===== config.mk =====
export PLATFORM = sky130hd
export DESIGN_NAME = uart_rx_fifo
export DESIGN_NICKNAME = d
export VERILOG_FILES = /design/src/rtl/uart_rx_fifo.sv
export SDC_FILE = /design/constraint.sdc
export NUM_CORES = 1
export LEC_CHECK = 0
export BUFFER_PORTS_ARGS = -buffer_cell sky130_fd_sc_hd__buf_2
export CAP_MARGIN = 30
export CORE_AREA = 10 10 141 143
export CTS_BUF_LIST = sky130_fd_sc_hd__clkbuf_4 sky130_fd_sc_hd__clkbuf_8 sky130_fd_sc_hd__clkbuf_16
export CTS_CLUSTER_SIZE = 40
export DETAILED_ROUTE_END_ITERATION = 16
export DIE_AREA = 0 0 151 153
export PLACE_DENSITY = 0.85
export SETUP_SLACK_MARGIN = 0.15
export SLEW_MARGIN = 25
export SYNTH_ARGS = -nofsm -noshare
export SYNTH_HDL_FRONTEND = slang
export SYNTH_SLANG_ARGS = --single-unit

===== constraint.sdc =====
create_clock -name clk -period 5 [get_ports clk]
set_input_delay 0.5 -clock clk [delete_from_list [all_inputs] [get_ports clk]]
set_output_delay 0.5 -clock clk [all_outputs]
set_load 0.01 [all_outputs]

===== src/rtl/uart_rx_fifo.sv =====
module uart_rx_fifo #(
  parameter int DW       = 8,
  parameter int DEPTH    = 16,
  parameter int TRIG_W   = 6,
  parameter int TRIG_RST = 32,
  parameter int BP_W     = 12
) (
  input  logic                     clk,
  input  logic                     rst_n,
  input  logic                     rx_rst,
  input  logic                     rx_on,
  input  logic                     trig_we,
  input  logic [TRIG_W-1:0]        trig_wdata,
  output logic [TRIG_W-1:0]        trig_lvl,
  input  logic [BP_W-1:0]          bit_clks,
  input  logic [1:0]               dsel,
  input  logic                     par_en,
  input  logic                     two_stop,
  input  logic                     wr_valid,
  input  logic                     wr_brk,
  input  logic [DW-1:0]            wr_data,
  input  logic                     rd_req,
  output logic [DW-1:0]            rd_data,
  output logic [$clog2(DEPTH):0]   level,
  output logic                     empty,
  output logic                     full,
  output logic                     trig_hit,
  output logic                     ovr_evt,
  output logic                     tmo_evt
);

  localparam int AW = $clog2(DEPTH);
  localparam int CW = AW + 1;
  localparam int TW = BP_W + 6;

  logic [DW-1:0] mem [DEPTH];
  logic [AW-1:0] wp;
  logic [TW-1:0] tmr;
  logic          armed;

  wire is_full   = (level == CW'(DEPTH));
  wire is_empty  = (level == '0);
  wire push_req  = rx_on & wr_valid;
  wire pop_req   = rx_on & rd_req;
  wire push      = push_req & ~is_full;
  wire pop       = pop_req & ~is_empty;
  wire [AW-1:0] rp  = wp - level[AW-1:0];
  wire [CW-1:0] nxt = level + CW'(push) - CW'(pop);
  wire [DW-1:0] din = wr_brk ? '0 : wr_data;
  wire reach = 32'(nxt) >= 32'(trig_lvl);

  wire [3:0] dbits = (dsel == 2'd0) ? 4'd6 : (dsel == 2'd1) ? 4'd7 : 4'd8;
  wire [3:0] flen  = 4'd1 + dbits + {3'd0, par_en} + (two_stop ? 4'd2 : 4'd1);
  wire [TW-1:0] tmo_load = (TW'(bit_clks) * TW'(flen)) << 2;

  always_ff @(posedge clk)
    if (push && !rx_rst) mem[wp] <= din;

  always_ff @(posedge clk) begin
    if (!rst_n) trig_lvl <= TRIG_W'(TRIG_RST);
    else if (trig_we) trig_lvl <= trig_wdata;
  end

  always_ff @(posedge clk) begin
    if (!rst_n) rd_data <= '0;
    else if (rd_req) rd_data <= pop ? mem[rp] : '0;
  end

  always_ff @(posedge clk) begin
    if (!rst_n || rx_rst) begin
      wp       <= '0;
      level    <= '0;
      empty    <= 1'b1;
      full     <= 1'b0;
      trig_hit <= 1'b0;
      ovr_evt  <= 1'b0;
    end else begin
      ovr_evt <= push_req & is_full;
      level   <= nxt;
      if (push) wp <= wp + 1'b1;
      if (push || pop_req) empty <= (nxt == '0);
      if (push && nxt == CW'(DEPTH)) full <= 1'b1;
      else if (pop_req)              full <= 1'b0;
      if (push && reach)             trig_hit <= 1'b1;
      else if (pop_req && !reach)    trig_hit <= 1'b0;
    end
  end

  always_ff @(posedge clk) begin
    if (!rst_n || rx_rst) begin
      tmr     <= '0;
      armed   <= 1'b0;
      tmo_evt <= 1'b0;
    end else begin
      tmo_evt <= 1'b0;
      if (push) begin
        tmr   <= tmo_load;
        armed <= (tmo_load != '0);
      end else if (armed) begin
        tmr <= tmr - 1'b1;
        if (tmr == TW'(1)) begin
          armed   <= 1'b0;
          tmo_evt <= 1'b1;
        end
      end
    end
  end


  level_bound_chk: assert property (@(posedge clk) disable iff (!rst_n)
    level <= CW'(DEPTH));


  overrun_drop_chk: assert property (@(posedge clk) disable iff (!rst_n)
    (rx_on && wr_valid && !rd_req && !rx_rst && level == CW'(DEPTH))
      |=> (ovr_evt && level == CW'(DEPTH)));


  empty_zero_chk: assert property (@(posedge clk) disable iff (!rst_n)
    (rx_on && rd_req && !wr_valid && !rx_rst && level == '0)
      |=> (rd_data == '0 && empty));


  full_flag_chk: assert property (@(posedge clk) disable iff (!rst_n)
    full == (level == CW'(DEPTH)));


  tmo_single_chk: assert property (@(posedge clk) disable iff (!rst_n)
    tmo_evt |=> !tmo_evt);


  disabled_hold_chk: assert property (@(posedge clk) disable iff (!rst_n)
    (!rx_on && !rx_rst) |=> $stable(level));


  rw_same_chk: assert property (@(posedge clk) disable iff (!rst_n)
    (rx_on && wr_valid && rd_req && !rx_rst && level != '0 && level != CW'(DEPTH))
      |=> $stable(level));

endmodule


==> results.toml <==
[yosys]
yosysWarnings = 0
synth_area_per_cell_um2 = 12.65
async_flop_share_pct = 0
synth-seq-area-share_pct = 51.66
synth-main-ff-cell = "edfxtp_1"
postSynthCellCount = 732
synth.distinct_cells = 69
netlist_area_mm2 = 0.009261
syn_nets = 838
ys_ff_latch = 175
synth-edff-count = 128

[sta]
rsz0062_at_grt = "true"
post-route-period-util_pct = 93.20
fmax_ghz = 0.2146
drv_slew = 0
hold_viol = 0
worst_pin_slew_ns = 0.9127
setup_viol = 0
slew_headroom_pct = 38.93
holdWs_ns = 0.3058
finalCriticalPeriod_ns = 4.660
skew_ns = 0.01085

[clock_network]
cts.sinks = 175
cts_tree = "done"
cts_root_buf = "clkbuf_16"
cts_buffers = 17
cts_max_level = 4
clock_path_buffers = 2
clk_pin_slew_ns = 0.07
clk-insertion-delay-late_ns = 0.43

[drt]
drtPass1Iterations = 5
highest_layer = "met4"
wl_met2_um = 9773
vias = 5957
wl_met3_um = 1465
wl_met1_um = 8498
first_iter_violations = 646
wl_um = 20010
drcViolationCount = 0
drt-wirelength-per-cell_um = 19.17
vias_per_cell = 5.706
drtAntennaViolNets = 0

[setup_path]
path_buf_inv = 6
path_common_cell = "inv_1"
crit_required_ns = 5.31
crit_type = "input port to register"
crit_chain = "buf_2 -> inv_1 -> ha_1 -> inv_1 -> ha_1 -> a21o_1 -> a21oi_1 -> xnor2_1 -> buf_4 -> and2_1 -> fa_1 -> inv_1 -> fa_1 -> inv_1 -> ha_1 -> a21oi_1 -> o22ai_4 -> o31ai_1 -> o31ai_1 -> xnor2_1 -> nand4bb_1 -> o31a_1"
crit_path_top_delay_cell = "fa_1"
crit_fanout = 11
slowest_delay_ns = 0.54
cp-start-kind = "input port"
worst_ep_arrival_time_ns = 4.97
cp-end-kind = "register"
crit_family = "adder cells"

[power]
power.total_mw = 4.203
peakVddDrop_mv = 0.2280
power_density_mw_per_mm2 = 399.1
leakagePower_nw = 4.088

[placed_design]
gp_congestion = 0.8072
dp_hpwl_um = 13690
dpl_cell_area_mm2 = 0.009891
buffer_ports.inserted = 61

[floorplanning]
io_pins = 62
die_h_um = 153
die_area_mm2 = 0.02310
die_x_um = 151
core_mm2 = 0.01706
rows = 48
start_util_pct = 54.30

[final_layout]
num-fill-cells = 1282
drive_gt1_share_pct = 21.25
antennaDiodeCount = 0
nets = 912
layout_commonest_cell = "edfxtp_1"
final_cell_area_mm2 = 0.01053
area_delta_synth_final_pct = 13.71
final_cell_mix = "128 x edfxtp_1, 63 x inv_1, 61 x buf_2"

[job]
cap_viol_max_count = 0

[global_route]
grt_use_total_pct = 17.58
grt_pass1_wl_um = 32110
grt.overflow.total = 0
grt_pass1_vias = 6096
antenna_found_initial = 0
grt_max_degree = 37

[run_status]
status = "complete, no violations"

[hold_path]
hold_class = "input port to register"
[power by group]
group,switching (mW),total [mW],internal [mW]
Sequential,0.0262,1.61,1.58
Combinational,0.736,1.30,0.566
Clock,0.623,1.29,0.672
[path summary, 6_finish.rpt]
path | from | to | slack, ns | cells after the start
worst max-delay path | dsel[1] | armed | 0.34 | 22
worst min-delay path | trig_wdata[5] | trig_lvl[5] | 0.31 | 3
worst max register to register | level[3] | trig_hit | 1.07 | 15
worst min register to register | trig_hit | trig_hit | 0.48 | 2
[cell type report]
cell class / count / area (µm²) / share of cell area, %
Sequential cell: 175 / 4785 / 45.43
Multi-Input combinational cell: 468 / 4180 / 39.69
Timing Repair Buffer: 81 / 467.9 / 4.443
Clock buffer: 17 / 425.4 / 4.039
Tap cell: 225 / 281.5 / 2.673
Inverter: 63 / 236.5 / 2.245
Clock inverter: 15 / 155.1 / 1.473
[per-stage QoR]
step / TNS [ns] / cells / utilization [%] / setup slack [ns]
5_1_grt: 0 / 1044 / 61.74 / 0.07677
2_1_floorplan: 0 / 732 / - / 0.1822
4_1_cts: 0 / 1043 / 61.39 / 0.2282
6_report: 0 / 1044 / 61.74 / 0.3400
3_3_place_gp: 0 / 1008 / 57.84 / 0.02402
3_5_place_dp: -0.2804 / 1011 / 57.99 / -0.1981
[cell usage after synthesis (9+ instances only)]
master | number | area share [%]
clkbuf_1 | 14 | 0.57
xnor2_1 | 20 | 1.9
mux4_2 | 32 | 7.8
xor2_1 | 17 | 1.6
mux2i_1 | 22 | 2.4
and3_1 | 9 | 0.61
ha_1 | 45 | 6.1
nor2b_1 | 26 | 1.8
nor2_1 | 48 | 1.9
inv_1 | 63 | 2.6
nand2b_1 | 10 | 0.68
nand2_1 | 53 | 2.1
fa_1 | 23 | 5.0
dfxtp_1 | 47 | 10
a211oi_1 | 15 | 1.2
and2_1 | 41 | 2.8
edfxtp_1 | 128 | 42
a21oi_1 | 17 | 0.92
[registers in the layout, indices dropped and copies added (netlist names)]
signal / count
ovr_evt: 1
level: 5
tmr: 18
trig_hit: 1
rd_data: 8
mem: 128
trig_lvl: 6
tmo_evt: 1
empty: 1
armed: 1
full: 1
wp: 4
[tightest hold or removal path, delay by kind of cell]
family	cells	cell delay, ns
AND/OR/NAND/NOR	1	0.04
buffers and inverters	1	0.08
AO/OA/AOI/OAI	1	0.07
[repair_timing]
| action | in CTS | in global routing |
|---|---|---|
| endpoints found under the setup margin | 0 | 3 |
| hold buffers | 0 | 0 |
| gates resized for setup | 0 | 7 |
| buffers inserted | 0 | 0 |
[kinds of logic (layout without fill, tap and decap cells)]
kind of cell	count (synthesis)	after routing	share of synthesized area [%]
DFF	175	175	51.66
xor gates and xnor gates	37	37	3.499
buffers and inverters	89	176	3.850
AOI/OAI and AO/OA	83	83	6.606
muxes	54	54	10.16
and+or+nand+nor	226	226	13.17
adders and majority gates	68	68	11.05
[routing by layer]
metal | global-route usage (%) | vias to the layer above
met2 | 28.67 | 226
li1 | - | 2784
met4 | 4.493 | 0
met1 | 23.05 | 2918
met3 | 4.104 | 29
met5 | 0 | -
(Power assumes the default switching activity.)
